## config.mk

```make
export PLATFORM = sky130hd
export DESIGN_NAME = zc_dpll_ctrl
export DESIGN_NICKNAME = d
export VERILOG_FILES = /design/src/rtl/zcd_pkg.sv /design/src/rtl/zcd_sample_pipe.sv /design/src/rtl/zcd_loop_filter.sv /design/src/rtl/zcd_dco.sv /design/src/rtl/zc_dpll_ctrl.sv
export SDC_FILE = /design/constraint.sdc
export NUM_CORES = 1
export LEC_CHECK = 0
export BUFFER_PORTS_ARGS = -buffer_cell sky130_fd_sc_hd__buf_4
export CAP_MARGIN = 40
export CELL_PAD_IN_SITES_DETAIL_PLACEMENT = 1
export CELL_PAD_IN_SITES_GLOBAL_PLACEMENT = 1
export CORE_MARGIN = 3
export CORE_UTILIZATION = 35
export CTS_BUF_LIST = sky130_fd_sc_hd__clkbuf_4 sky130_fd_sc_hd__clkbuf_8 sky130_fd_sc_hd__clkbuf_16
export CTS_CLUSTER_SIZE = 20
export DETAILED_ROUTE_END_ITERATION = 16
export GPL_ROUTABILITY_DRIVEN = 0
export PLACE_DENSITY_LB_ADDON = 0.1
export SLEW_MARGIN = 30
export SYNTH_ARGS = -nofsm -noshare
export SYNTH_HDL_FRONTEND = slang
export SYNTH_SLANG_ARGS = --single-unit
export TNS_END_PERCENT = 1
```

## constraint.sdc

```tcl
create_clock -name clk -period 9.5 [get_ports clk]
set_clock_uncertainty 0.15 [all_clocks]
set_input_delay 1.9 -clock clk [delete_from_list [all_inputs] [get_ports clk]]
set_output_delay 1.9 -clock clk [all_outputs]
set_load 0.05 [all_outputs]
```

## src/rtl/zcd_pkg.sv

```systemverilog
// zcd_pkg: shared defaults for the delayed zero-crossing loop.
// Assumes all arithmetic is two's complement with a common fraction width.
package zcd_pkg;
    localparam int SAMPLE_W_DEF   = 12;
    localparam int COEF_W_DEF     = 16;
    localparam int FRAC_W_DEF     = 12;
    localparam int PERIOD_W_DEF   = 20;
    localparam int MIN_PERIOD_DEF = 16;
    localparam int LOCK_RUN_DEF   = 64;
    localparam int W_FLOOR_DEF    = -6144;

    // Sign of a two's complement held sample, used to pick the magnitude path.
    typedef enum logic {
        SGN_POS = 1'b0,
        SGN_NEG = 1'b1
    } sign_e;
endpackage

```

## src/rtl/zcd_sample_pipe.sv

```systemverilog
// zcd_sample_pipe: two-register sample holding pipeline plus lock tracking.
// Register I captures a returned sample. One cycle later the sample moves
// to register II (the newest held sample), the old newest becomes the older
// held sample, and register I clears. Assumes sample_valid is a one-cycle
// qualifier and that samples arrive no more often than every other cycle
// for the lock count to see each one (a back-to-back one still transfers).
module zcd_sample_pipe
    import zcd_pkg::*;
#(
    parameter int SAMPLE_W = SAMPLE_W_DEF,
    parameter int LOCK_RUN = LOCK_RUN_DEF
) (
    input  logic                       clk,
    input  logic                       rst_n,
    input  logic                       smp_valid,
    input  logic signed [SAMPLE_W-1:0] smp_data,
    input  logic        [SAMPLE_W-1:0] mag_limit,
    output logic signed [SAMPLE_W-1:0] held_new,
    output logic signed [SAMPLE_W-1:0] held_old,
    output logic                       lock_flag
);
    localparam int RUN_W = $clog2(LOCK_RUN + 1);
    localparam logic [RUN_W-1:0] RUN_MAX = RUN_W'(LOCK_RUN);

    logic signed [SAMPLE_W-1:0] stage_i;
    logic                       stage_full;
    logic        [SAMPLE_W-1:0] stage_mag;
    logic        [RUN_W-1:0]    run_cnt;
    logic        [RUN_W-1:0]    run_next;
    sign_e                      stage_sgn;

    // Magnitude of the sample waiting in register I.
    always_comb begin
        stage_sgn = sign_e'(stage_i[SAMPLE_W-1]);
        if (stage_sgn == SGN_NEG) begin
            stage_mag = ~stage_i + 1'b1;
        end else begin
            stage_mag = stage_i;
        end
    end

    // Next value of the run of consecutive small samples, saturating.
    always_comb begin
        if (stage_mag >= mag_limit) begin
            run_next = '0;
        end else if (run_cnt == RUN_MAX) begin
            run_next = run_cnt;
        end else begin
            run_next = run_cnt + 1'b1;
        end
    end

    // Register I: capture on valid, clear after handing the sample on.
    always_ff @(posedge clk) begin
        if (!rst_n) begin
            stage_i    <= '0;
            stage_full <= 1'b0;
        end else if (smp_valid) begin
            stage_i    <= smp_data;
            stage_full <= 1'b1;
        end else if (stage_full) begin
            stage_i    <= '0;
            stage_full <= 1'b0;
        end
    end

    // Register II and the older copy: shift when register I holds a sample.
    always_ff @(posedge clk) begin
        if (!rst_n) begin
            held_new <= '0;
            held_old <= '0;
        end else if (stage_full) begin
            held_new <= stage_i;
            held_old <= held_new;
        end
    end

    // Lock run counter and flag, updated with each transferred sample.
    always_ff @(posedge clk) begin
        if (!rst_n) begin
            run_cnt   <= '0;
            lock_flag <= 1'b0;
        end else if (stage_full) begin
            run_cnt   <= run_next;
            lock_flag <= (run_next == RUN_MAX);
        end
    end
endmodule

```

## src/rtl/zcd_loop_filter.sv

```systemverilog
// zcd_loop_filter: gain-only loop filter with a weighted-difference
// stabilizing term. Produces the registered period correction
// floor((gain*new + w*(new-old)) / 2^FRAC_W), with w clamped to
// [W_FLOOR, 0]. Assumes both coefficients share FRAC_W fractional bits.
module zcd_loop_filter
    import zcd_pkg::*;
#(
    parameter int SAMPLE_W = SAMPLE_W_DEF,
    parameter int COEF_W   = COEF_W_DEF,
    parameter int FRAC_W   = FRAC_W_DEF,
    parameter int W_FLOOR  = W_FLOOR_DEF,
    parameter int ACC_W    = COEF_W + SAMPLE_W + 2
) (
    input  logic                       clk,
    input  logic                       rst_n,
    input  logic signed [COEF_W-1:0]   gain,
    input  logic signed [COEF_W-1:0]   weight,
    input  logic signed [SAMPLE_W-1:0] held_new,
    input  logic signed [SAMPLE_W-1:0] held_old,
    output logic signed [ACC_W-1:0]    corr_q
);
    localparam logic signed [COEF_W-1:0] W_LOW = COEF_W'(W_FLOOR);

    logic signed [COEF_W-1:0] w_eff;
    logic signed [ACC_W-1:0]  diff;
    logic signed [ACC_W-1:0]  gain_term;
    logic signed [ACC_W-1:0]  stab_term;
    logic signed [ACC_W-1:0]  acc;

    // Clamp the stabilizing weight into its safe window.
    always_comb begin
        if (weight > 0) begin
            w_eff = '0;
        end else if (weight < W_LOW) begin
            w_eff = W_LOW;
        end else begin
            w_eff = weight;
        end
    end

    // Gain and difference products, summed at full precision.
    always_comb begin
        diff      = ACC_W'(held_new) - ACC_W'(held_old);
        gain_term = ACC_W'(gain) * ACC_W'(held_new);
        stab_term = ACC_W'(w_eff) * diff;
        acc       = gain_term + stab_term;
    end

    // Register the floored correction for the oscillator.
    always_ff @(posedge clk) begin
        if (!rst_n) begin
            corr_q <= '0;
        end else begin
            corr_q <= acc >>> FRAC_W;
        end
    end
endmodule

```

## src/rtl/zcd_dco.sv

```systemverilog
// zcd_dco: clock-counting oscillator. Loads nominal minus correction,
// saturated to [MIN_PERIOD, 2^PERIOD_W-1], and raises a one-cycle request
// each time a period ends. Assumes the correction is settled a few cycles
// before the period ends.
module zcd_dco
    import zcd_pkg::*;
#(
    parameter int PERIOD_W   = PERIOD_W_DEF,
    parameter int ACC_W      = 30,
    parameter int MIN_PERIOD = MIN_PERIOD_DEF
) (
    input  logic                    clk,
    input  logic                    rst_n,
    input  logic [PERIOD_W-1:0]     nominal,
    input  logic signed [ACC_W-1:0] corr,
    output logic [PERIOD_W-1:0]     period_q,
    output logic                    req_q
);
    localparam int WIDE_W = ACC_W + PERIOD_W + 1;
    localparam logic signed [WIDE_W-1:0] WMIN = WIDE_W'(MIN_PERIOD);
    localparam logic signed [WIDE_W-1:0] WMAX =
        {{(WIDE_W-PERIOD_W){1'b0}}, {PERIOD_W{1'b1}}};
    localparam logic [PERIOD_W-1:0] PMIN = PERIOD_W'(MIN_PERIOD);

    logic signed [WIDE_W-1:0] raw;
    logic [PERIOD_W-1:0]      next_period;
    logic [PERIOD_W-1:0]      nom_sat;
    logic [PERIOD_W-1:0]      cnt;

    // Corrected period, saturated into the legal range.
    always_comb begin
        raw = $signed({{(WIDE_W-PERIOD_W){1'b0}}, nominal}) - WIDE_W'(corr);
        if (raw < WMIN) begin
            next_period = PMIN;
        end else if (raw > WMAX) begin
            next_period = {PERIOD_W{1'b1}};
        end else begin
            next_period = raw[PERIOD_W-1:0];
        end
    end

    // Nominal period with the same floor, used straight out of reset.
    always_comb begin
        nom_sat = (nominal < PMIN) ? PMIN : nominal;
    end

    // Period counter, request strobe and observed period.
    always_ff @(posedge clk) begin
        if (!rst_n) begin
            cnt      <= nom_sat;
            period_q <= nom_sat;
            req_q    <= 1'b0;
        end else if (cnt <= 1) begin
            cnt      <= next_period;
            period_q <= next_period;
            req_q    <= 1'b1;
        end else begin
            cnt   <= cnt - 1'b1;
            req_q <= 1'b0;
        end
    end
endmodule

```

## src/rtl/zc_dpll_ctrl.sv

```systemverilog
// zc_dpll_ctrl: first-order delayed zero-crossing DPLL controller.
// Wires the sample holding pipeline, the loop filter and the oscillator.
// Assumes the converter answers each request within a few cycles.
module zc_dpll_ctrl
    import zcd_pkg::*;
#(
    parameter int SAMPLE_W   = SAMPLE_W_DEF,
    parameter int COEF_W     = COEF_W_DEF,
    parameter int FRAC_W     = FRAC_W_DEF,
    parameter int PERIOD_W   = PERIOD_W_DEF,
    parameter int MIN_PERIOD = MIN_PERIOD_DEF,
    parameter int LOCK_RUN   = LOCK_RUN_DEF,
    parameter int W_FLOOR    = W_FLOOR_DEF
) (
    input  logic                clk,
    input  logic                rst_n,
    input  logic [PERIOD_W-1:0] nominal_period,
    input  logic [COEF_W-1:0]   loop_gain,
    input  logic [COEF_W-1:0]   stab_weight,
    input  logic [SAMPLE_W-1:0] lock_thresh,
    output logic                sample_req,
    input  logic                sample_valid,
    input  logic [SAMPLE_W-1:0] sample_data,
    output logic [PERIOD_W-1:0] period_out,
    output logic                locked
);
    localparam int ACC_W = COEF_W + SAMPLE_W + 2;

    logic signed [SAMPLE_W-1:0] held_new;
    logic signed [SAMPLE_W-1:0] held_old;
    logic signed [ACC_W-1:0]    corr;

    zcd_sample_pipe #(
        .SAMPLE_W (SAMPLE_W),
        .LOCK_RUN (LOCK_RUN)
    ) u_pipe (
        .clk       (clk),
        .rst_n     (rst_n),
        .smp_valid (sample_valid),
        .smp_data  ($signed(sample_data)),
        .mag_limit (lock_thresh),
        .held_new  (held_new),
        .held_old  (held_old),
        .lock_flag (locked)
    );

    zcd_loop_filter #(
        .SAMPLE_W (SAMPLE_W),
        .COEF_W   (COEF_W),
        .FRAC_W   (FRAC_W),
        .W_FLOOR  (W_FLOOR),
        .ACC_W    (ACC_W)
    ) u_filt (
        .clk      (clk),
        .rst_n    (rst_n),
        .gain     ($signed(loop_gain)),
        .weight   ($signed(stab_weight)),
        .held_new (held_new),
        .held_old (held_old),
        .corr_q   (corr)
    );

    zcd_dco #(
        .PERIOD_W   (PERIOD_W),
        .ACC_W      (ACC_W),
        .MIN_PERIOD (MIN_PERIOD)
    ) u_dco (
        .clk      (clk),
        .rst_n    (rst_n),
        .nominal  (nominal_period),
        .corr     (corr),
        .period_q (period_out),
        .req_q    (sample_req)
    );
endmodule

```

After elaboration in Yosys (flattened, before gate mapping)
Index checks and enable logic that the tools add are counted.
Widths: inputs -> output; s select.

word-level totals
  bits in registers = 104
  bits in latches = 0
  RAM bits = 0
  bits in read-only memories = 0
  input bits = 79
  word-level logic and storage cells = 46
  memories = 0

operators by class
  add/sub/neg operators = 6
  multipliers = 2
  div/mod/pow operators = 0
  $lt $le $gt $ge = 7
  equal/unequal tests = 3
  shifts and indexed selects = 0
  multiplexer cells = 16
  bitwise gates (word level) = 1
  reduce and logical (&&, ||, !) cells = 1

operators with widths
  cell                   count
  $mux 20                7
  $gt 51x21->1 const B   1
  $lt 51x6->1 const B    1
  $mux 12                3
  $mux 16                2
  $add 28x29->30         1
  $mul 16x13->29         1
  $mul 16x12->28         1
  $sub 21x18->22         1
  $le 20x1->1 const B    1
  $lt 20x5->1 const B    1
  $sub 20x1->20 const B  1
  $gt 16x1->1 const B    1
  $lt 16x14->1 const B   1
  $eq 7x7->1 const B     2
  $mux 7                 2
  $sub 12x12->13         1
  $add 12x1->12 const B  1
  $ge 12x12->1           1
  $not 12->12            1
  $add 7x1->7 const B    1
  $mux 1                 2
  $ne 2x1->1 const B     1
  $reduce_bool 2->1      1

Logic depth before layout (Yosys ltp)
Gate-level depths: netlist (run 1).

  depth in word-level cells = 6
  gate-level depth with buffers = 37

Hierarchy
Synthesis (run 1) repeated with hierarchy kept, for this count alone.

unflattened totals
  cells, all modules = 2545
  area, all modules = 22465.3 um^2

modules (own cells, without submodules)
  module           times used  cells an instance  area each (um^2)
  zcd_loop_filter  1           1784               16188.0
  zcd_dco          1           503                3903.7
  zcd_sample_pipe  1           258                2373.5

Least setup slack after synthesis (run 1)
Ideal clock, no wire load.

  path type = input -> register
  start point = input port stab_weight[2]
  end point = register u_filt.corr_q[14]
  arrival = 9.076 ns
  data required time = 9.222 ns
  path slack = 0.147 ns
  cell stages on the path = 29
  buffers on the path = 2
  path through = nor4_1 -> a41oi_1 -> nor2_1 -> clkbuf_1 -> and2_1 -> clkbuf_1 -> nand2_1 -> fa_1 -> inv_1 -> ha_1 -> inv_1 -> fa_1 -> inv_1 -> fa_1 -> fa_1 -> fa_1 -> inv_1 -> fa_1 -> inv_1 -> ha_1 -> a21oi_1 -> o21ai_0 -> a2111oi_1 -> o41ai_2 -> a221o_1 -> a21oi_1 -> o21ai_1 -> xnor2_1 -> nor2_1

between the ends
  longest elaborated chain between the ends = 5
  elaborated cells between the ends (all ways) = 6
  those cells by class = add/sub: 1; mul: 1; order compare: 2; mux: 2

RTL lines
  item                    RTL line               text
  start: declaration      zc_dpll_ctrl.sv:19     input logic [COEF_W-1:0] stab_weight,
  $lt 16x14->1            zcd_loop_filter.sv:34  end else if (weight < W_LOW) begin
  $mux 16                 zcd_loop_filter.sv:34
  $mux 16 *               zcd_loop_filter.sv:32  if (weight > 0) begin
  $mul 16x13->29 *        zcd_loop_filter.sv:45  stab_term = ACC_W'(w_eff) * diff;
  $add 28x29->30 *        zcd_loop_filter.sv:46  acc = gain_term + stab_term;
  end signal: assignment  zcd_loop_filter.sv:54  corr_q <= acc >>> FRAC_W;
  end: declaration        zcd_loop_filter.sv:20  output logic signed [ACC_W-1:0] corr_q

Mark *: on every way between the ends. The rest lies on a longest branch, timed or not.
A chain may end at the register's enable or synchronous reset.

Final worst setup path (run 1)
  start point = input port stab_weight[1]
  end point = register u_filt.corr_q[11]

Same word-level chain as after synthesis.

==> qor.yml, run 1 <==
worst_setup_path:
  crit_path_end: "u_filt.corr_q[11]"
  cp-start-kind: "primary input"
  path_max_fanout: 10
  timing.rr.start: "u_pipe.held_old[1]"
  path_class: "in2reg"
  r2r-end: "u_filt.corr_q[11]"
  worst_path_max_delay_cell: "fa_1"
  r2r_cells: 34
  cpPeakStageDelay_ps: 540
  arrival_ps: 9260
  crit_path_end_kind: "flip-flop"
  rrSetupSlack_ps: 450
  crit_path_start: "stab_weight[1]"
  worstPathRequired_ps: 9600
cts:
  clk_pin_slew_ps: 80
  clk_latency_ps: 370
  cts_made_buffers: 9
  cts_sinks: 104
  cts_buffer_depth: 2
  cts_tree: "built"
  cts-root-buf: "clkbuf_16"
  htreeDepth: 3
  post_cts_buffers: 0
pwr:
  p_leak_uw: 0.0125
  p_total_uw: 4110
  ir_drop_v: 0.000129
  powerDensity_nw_per_um2: 166
floorplanning:
  start_util_pct: 35.7
  io_pins: 101
  core_area_um2: 60900
  rows: 90
  die_w_um: 255
  die_area_um2: 65200
  die_h_um: 255
detailed_routing:
  dr_wl_met2_um: 34700
  viasPerCell: 4.96
  firstDrtPassIters: 5
  drc_errors: 0
  vias: 17200
  met3_length_um: 2090
  top_layer_used: "met4"
  detail-route-antenna-nets: 0
  drt_iter0_markers: 781
  drt-wirelength-per-cell_um: 19.5
  drt-met1-wl_um: 29600
  routed_wl_um: 67800
final_layout:
  areaGrowthSynthToFinish_pct: 13.9
  nets: 3306
  drive_above_1_share_pct: 12.0
  n_antenna_cell: 0
logic_synthesis:
  syn-cell-area_um2: 21800
  synthAdderAreaFrac_pct: 48.9
  synth-compound-area-share_pct: 8.57
  synth.most_common_cell: "inv_1"
  synth_edf_count: 20
  synth_mux_area_share_pct: 1.38
  yosysWarnings: 0
  syn_inst: 2472
  synth-simple-area-share_pct: 16.8
  synth.distinct_cells: 82
  async_reset_ff_share_pct: 0
  ys_seq_area_share_pct: 10.5
  avgSynthCellArea_um2: 8.81
  yosys.area.top_type: "fa_1"
  synth_flop_cell: "dfxtp_1"
  synth_nets: 3136
  ys_seq_elements: 104
  yosys-top-cells-area: "fa_1 (41%), inv_1 (9.3%), ha_1 (8.2%)"
  synthXorXnorAreaFrac_pct: 2.86
  synth_top_family_by_area: "adder cells"
  yosysTopAreaCellShare_pct: 40.6
  yosys-top-cells-count: "inv_1 (541), fa_1 (442), nand2_1 (296)"
placement:
  hpwl_um: 59300
  dp_slack_ps: -446
  place.port_buffers: 100
timing:
  hold_viol: 0
  setup_viol: 0
  setup_tns_ps: 0
  period_share_pct: 96.4
  fmax_mhz: 109
  worst_slew_pin_slew_ps: 890
  slew_violations: 0
  postLayoutSetupSlackWorst_ps: 343
  slew_headroom_pct: 40.7
  period_needed_ps: 9160
global_routing:
  overflow: 0
  antenna_found_initial: 1
  grt_pass1_wl_um: 110000
  grt_pass1_vias: 19700
  grtUsageTotal_pct: 21.5
  grt_max_degree: 59
hold_path:
  hold_class: "reg2reg"
run_status:
  outcome: "completed"
flow_run:
  maxCapViolCount: 0
[what timing repair did]
item | in CTS | in global routing
setup endpoints to repair | 5 | 12
gates resized for setup | 2 | 23
hold buffers | 0 | 0
pin swaps | 0 | 4
[worst min path at each step]
stage	startpoint	to	slack, ps	cells past startpoint
after floorplan	u_pipe.held_old[10]	u_pipe.held_old[10]	310	2
after detailed placement	u_pipe.lock_flag	u_pipe.lock_flag	310	2
after global routing	u_pipe.lock_flag	u_pipe.lock_flag	360	2
after global placement	u_pipe.lock_flag	u_pipe.lock_flag	310	2
after CTS	u_pipe.lock_flag	u_pipe.lock_flag	330	2
final	u_pipe.lock_flag	u_pipe.lock_flag	330	2
[critical path: cells and delay by family]
kind	cells	cell delay, ps
buf+inv	10	1300
simple gates	7	1250
fa+ha+maj	8	3710
compound gates	7	1080
[cell type report]
class / instances / area [um2]
fill: 7182 / 36100
timing repair buffer: 253 / 1920
clock buffer: 10 / 250
clock inverter: 6 / 68.8
inverter: 541 / 2030
tap: 828 / 1040
sequential: 104 / 2280
multi-input combinational: 1733 / 17200
[cells in the final DEF, fill, tap and decap left out, types with 5 or more instances in the layout]
master and instances:
inv_1 539, fa_1 441, nand2_1 296, buf_4 251, nor2_1 165, ha_1 143
and2_1 94, dfxtp_1 83, a21oi_1 77, xnor2_1 49, o21ai_0 41, nand2b_1 33
mux2i_1 30, nor3b_1 24, nand3_1 23, nor2b_1 22, xor2_1 22, nor3_1 21
a21o_1 21, edfxtp_1 20, o21ai_1 18, or3_1 17, and3_1 16, nor4_1 14
o31ai_1 13, o21a_1 10, clkbuf_16 10, a31oi_1 9, nand4_1 7, a21boi_1 6
o2111ai_1 6, o211ai_1 6, nand3b_1 5, a22oi_1 5
[kinds of logic after synthesis]
family	after synthesis
xor+xnor	71
flops	104
mux	30
simple gates	767
fa+ha+maj	585
buf+inv	635
compound gates	280
[metal layers]
layer / GRT usage, % / vias up
met5: 0 / -
met4: 4.38 / 0
met3: 2.48 / 57
met2: 39.1 / 244
met1: 27.6 / 8987
li1: - / 7945
[stage by stage]
step	std cells	hold slack [ps]	instance area (um2)	utilization (%)
floorplan	2472	310	21800	-
global placement	3458	308	24300	39.9
detailed placement	3459	306	24400	40.0
CTS	3475	326	24700	40.5
global route	3475	357	24800	40.7
finish	3475	329	24800	40.7
[sequential cells by signal, indices dropped and copies added (netlist names)]
signal and cells:
u_filt.corr_q 18, u_dco.cnt 20, u_pipe.held_new 12, u_pipe.lock_flag 1, u_dco.req_q 1, u_pipe.run_cnt 7
u_pipe.held_old 12, u_pipe.stage_full 1, u_pipe.stage_i 12, u_dco.period_q 20
[report_power, final]
group          switching [uW]  internal (uW)
Sequential               45.6            539
Combinational            1830           1290
Clock                     186            223
(Power assumes the default switching activity.)
==> run 2: changes to the inputs <==
--- a/config.mk
+++ b/config.mk
@@ -16,6 +16,7 @@
 export DETAILED_ROUTE_END_ITERATION = 16
 export GPL_ROUTABILITY_DRIVEN = 0
 export PLACE_DENSITY_LB_ADDON = 0.1
+export REMOVE_ABC_BUFFERS = 1
 export SLEW_MARGIN = 30
 export SYNTH_ARGS = -nofsm -noshare
 export SYNTH_HDL_FRONTEND = slang
==> qor.yml, run 2 (synthesized netlist as in run 1, its figures left out) <==
run_status:
  outcome: "completed"  # unchanged
final_layout:
  largest_registers: "u_dco.cnt: 20 flops, u_dco.period_q: 20 flops, u_filt.corr_q: 18 flops"  # unchanged
  nets: 3296  # was 3306
  layout_common_cells: "inv_1 (538), fa_1 (440), nand2_1 (296), buf_4 (240), nor2_1 (167)"  # was inv_1 (539), fa_1 (441), nand2_1 (296), buf_4 (251), nor2_1 (165)
  fin_area_um2: 24700  # was 24800 um2
  areaGrowthSynthToFinish_pct: 13.4  # was 13.9%
  n_antenna_cell: 0  # unchanged
  drive_above_1_share_pct: 11.6  # was 12.0%
  final_common_cell: "inv_1"  # unchanged
  instances_no_fill: 3465  # was 3475
worst_setup_path:
  path_class: "in2reg"  # unchanged
  path_max_fanout: 17  # was 10
  r2r_cells: 32  # was 34
  worstPathRequired_ps: 9610  # was 9600 ps
  timing.rr.start: "u_pipe.held_old[1]"  # unchanged
  cp_top_family: "adder cells"  # unchanged
  rrSetupSlack_ps: 420  # was 450 ps
  cp.depth: 31  # was 32
  cpPeakStageDelay_ps: 590  # was 540 ps
  crit_path_end: "u_filt.corr_q[11]"  # unchanged
  crit_path_end_kind: "flip-flop"  # unchanged
  arrival_ps: 9280  # was 9260 ps
  cp-start-kind: "primary input"  # unchanged
  worst_path_max_delay_cell: "fa_1"  # unchanged
  crit_path_start: "stab_weight[7]"  # was stab_weight[1]
  r2r-end: "u_filt.corr_q[11]"  # unchanged
  crit_buf_inv: 9  # was 10
  path_common_cell: "fa_1"
detailed_routing:
  detail-route-antenna-nets: 0  # unchanged
  viasPerCell: 4.97  # was 4.96
  vias: 17200  # about the same
  routed_wl_um: 68300  # was 67800 um
  drt_iter0_markers: 695  # was 781
  drt-wirelength-per-cell_um: 19.7  # was 19.5 um
  firstDrtPassIters: 5  # unchanged
  drc_errors: 0  # unchanged
placement:
  dp_slack_ps: -395  # was -446 ps
  hpwl_um: 59600  # was 59300 um
  dpl_cell_area_um2: 24300  # was 24400 um2
  dp.cells: 3448  # was 3459
  place.port_buffers: 100  # unchanged
hold_path:
  hold_class: "reg2reg"  # unchanged
  min_delay_path_depth: 2  # unchanged
pwr:
  ir_drop_v: 0.000189  # was 0.000129 V
  switching_share_pct: 50.8  # was 50.2%
  internal_power_uw: 2010  # was 2050 uW
  p_leak_uw: 0.0124  # was 0.0125 uW
  p_sw_uw: 2070  # was 2060 uW
  powerDensity_nw_per_um2: 165  # was 166 nW/um2
  sequentialPowerShare_pct: 14.4  # was 14.2%
  comb_power_share_pct: 75.9  # was 75.8%
  p_clk_share_pct: 9.8  # was 10.0%
global_routing:
  grt_max_degree: 60  # was 59
  grtUsageTotal_pct: 21.7  # was 21.5%
  antenna_found_initial: 0  # was 1
  grt_pass1_wl_um: 111000  # was 110000 um
  grt_pass1_vias: 19800  # was 19700
  overflow: 0  # unchanged
floorplanning:
  io_pins: 101  # unchanged
  die_area_um2: 65200  # unchanged
  die_w_um: 255  # unchanged
  die_h_um: 255  # unchanged
  rows: 90  # unchanged
  start_util_pct: 35.7  # unchanged
  core_area_um2: 60900  # unchanged
cts:
  cts-root-buf: "clkbuf_16"  # unchanged
  cts_buffer_depth: 2  # unchanged
  cts_sinks: 104  # unchanged
  cts_hold_buf: 0  # unchanged
  clk_latency_ps: 370  # about the same
  htreeDepth: 3  # unchanged
  clk_pin_slew_ps: 70  # was 80 ps
  cts_tree: "built"  # unchanged
  cts_made_buffers: 9  # unchanged
  post_cts_buffers: 0  # unchanged
timing:
  period_share_pct: 96.6  # was 96.4%
  rsz0062_at_grt: "yes"
  setup_viol: 0  # unchanged
  hold_viol: 0  # unchanged
  slew_violations: 0  # unchanged
  setup_tns_ps: 0  # unchanged
  worst_slew_pin_slew_ps: 826  # was 890 ps
  fmax_mhz: 109  # about the same
  postLayoutSetupSlackWorst_ps: 324  # was 343 ps
  slew_headroom_pct: 44.9  # was 40.7%
  period_needed_ps: 9180  # was 9160 ps
flow_run:
  maxCapViolCount: 0  # unchanged
[run 2: changes by cell type in the layout (fill, tap and decap cells not counted), sizes merged]
cell,previous run,this run
clkbuf,10,13
inv,544,542
buf,253,242
[run 2: power by group through the flow]
stage | clock [uW] | sequential (uW) | combinational (uW)
after CTS | 411 | 588 | 3130
after detailed placement | 0 | 597 | 3110
after floorplan | 0 | 656 | 1870
final | 398 | 586 | 3100
after global routing | 430 | 596 | 3500
after global placement | 0 | 595 | 3070
[run 2: cell type report]
class                   count  area, um2
flip-flops and latches    104       2280
clock buffers              12        254
clock inverters             4       52.6
repair buffers            243       1850
well taps                 828       1040
fillers                  7131      36200
inverters                 541       2030
multi-input cells        1733      17200
[run 2: stage by stage]
stage / util [%] / hold slack, ps / power (uW)
after floorplan: - / 310 / 2530
after global placement: 39.8 / 307 / 3660
final: 40.5 / 323 / 4080
after CTS: 40.3 / 332 / 4130
after global routing: 40.5 / 364 / 4530
after detailed placement: 39.8 / 314 / 3710
[run 2: worst min-delay path: cells and delay by family, from the launching register on]
family | cells | cell delay, ps
AND/OR/NAND/NOR | 1 | 60
AO/OA/AOI/OAI | 1 | 50
flip-flops | 1 | 320
[run 2: layer usage]
metal | wire (um) | GRT usage [%] | up-vias
met5 | 0 | 0 | -
met4 | 1730 | 5.42 | 0
met3 | 2030 | 2.46 | 63
met2 | 34300 | 38.5 | 202
met1 | 30300 | 28.3 | 9007
li1 | - | - | 7933
[run 2: repair_timing]
action / 4_1_cts / 5_1_grt
pin swaps: 0 / 2
endpoints found under the setup margin: 2 / 10
gates resized for setup: 2 / 21
[run 2: worst min-delay path by stage]
stage	from	end	slack, ps
final	u_pipe.lock_flag	u_pipe.lock_flag	320
after global routing	u_pipe.lock_flag	u_pipe.lock_flag	360
after CTS	u_pipe.lock_flag	u_pipe.lock_flag	330
after detailed placement	u_pipe.lock_flag	u_pipe.lock_flag	310
after global placement	u_pipe.lock_flag	u_pipe.lock_flag	310
after floorplan	u_pipe.held_old[10]	u_pipe.held_old[10]	310
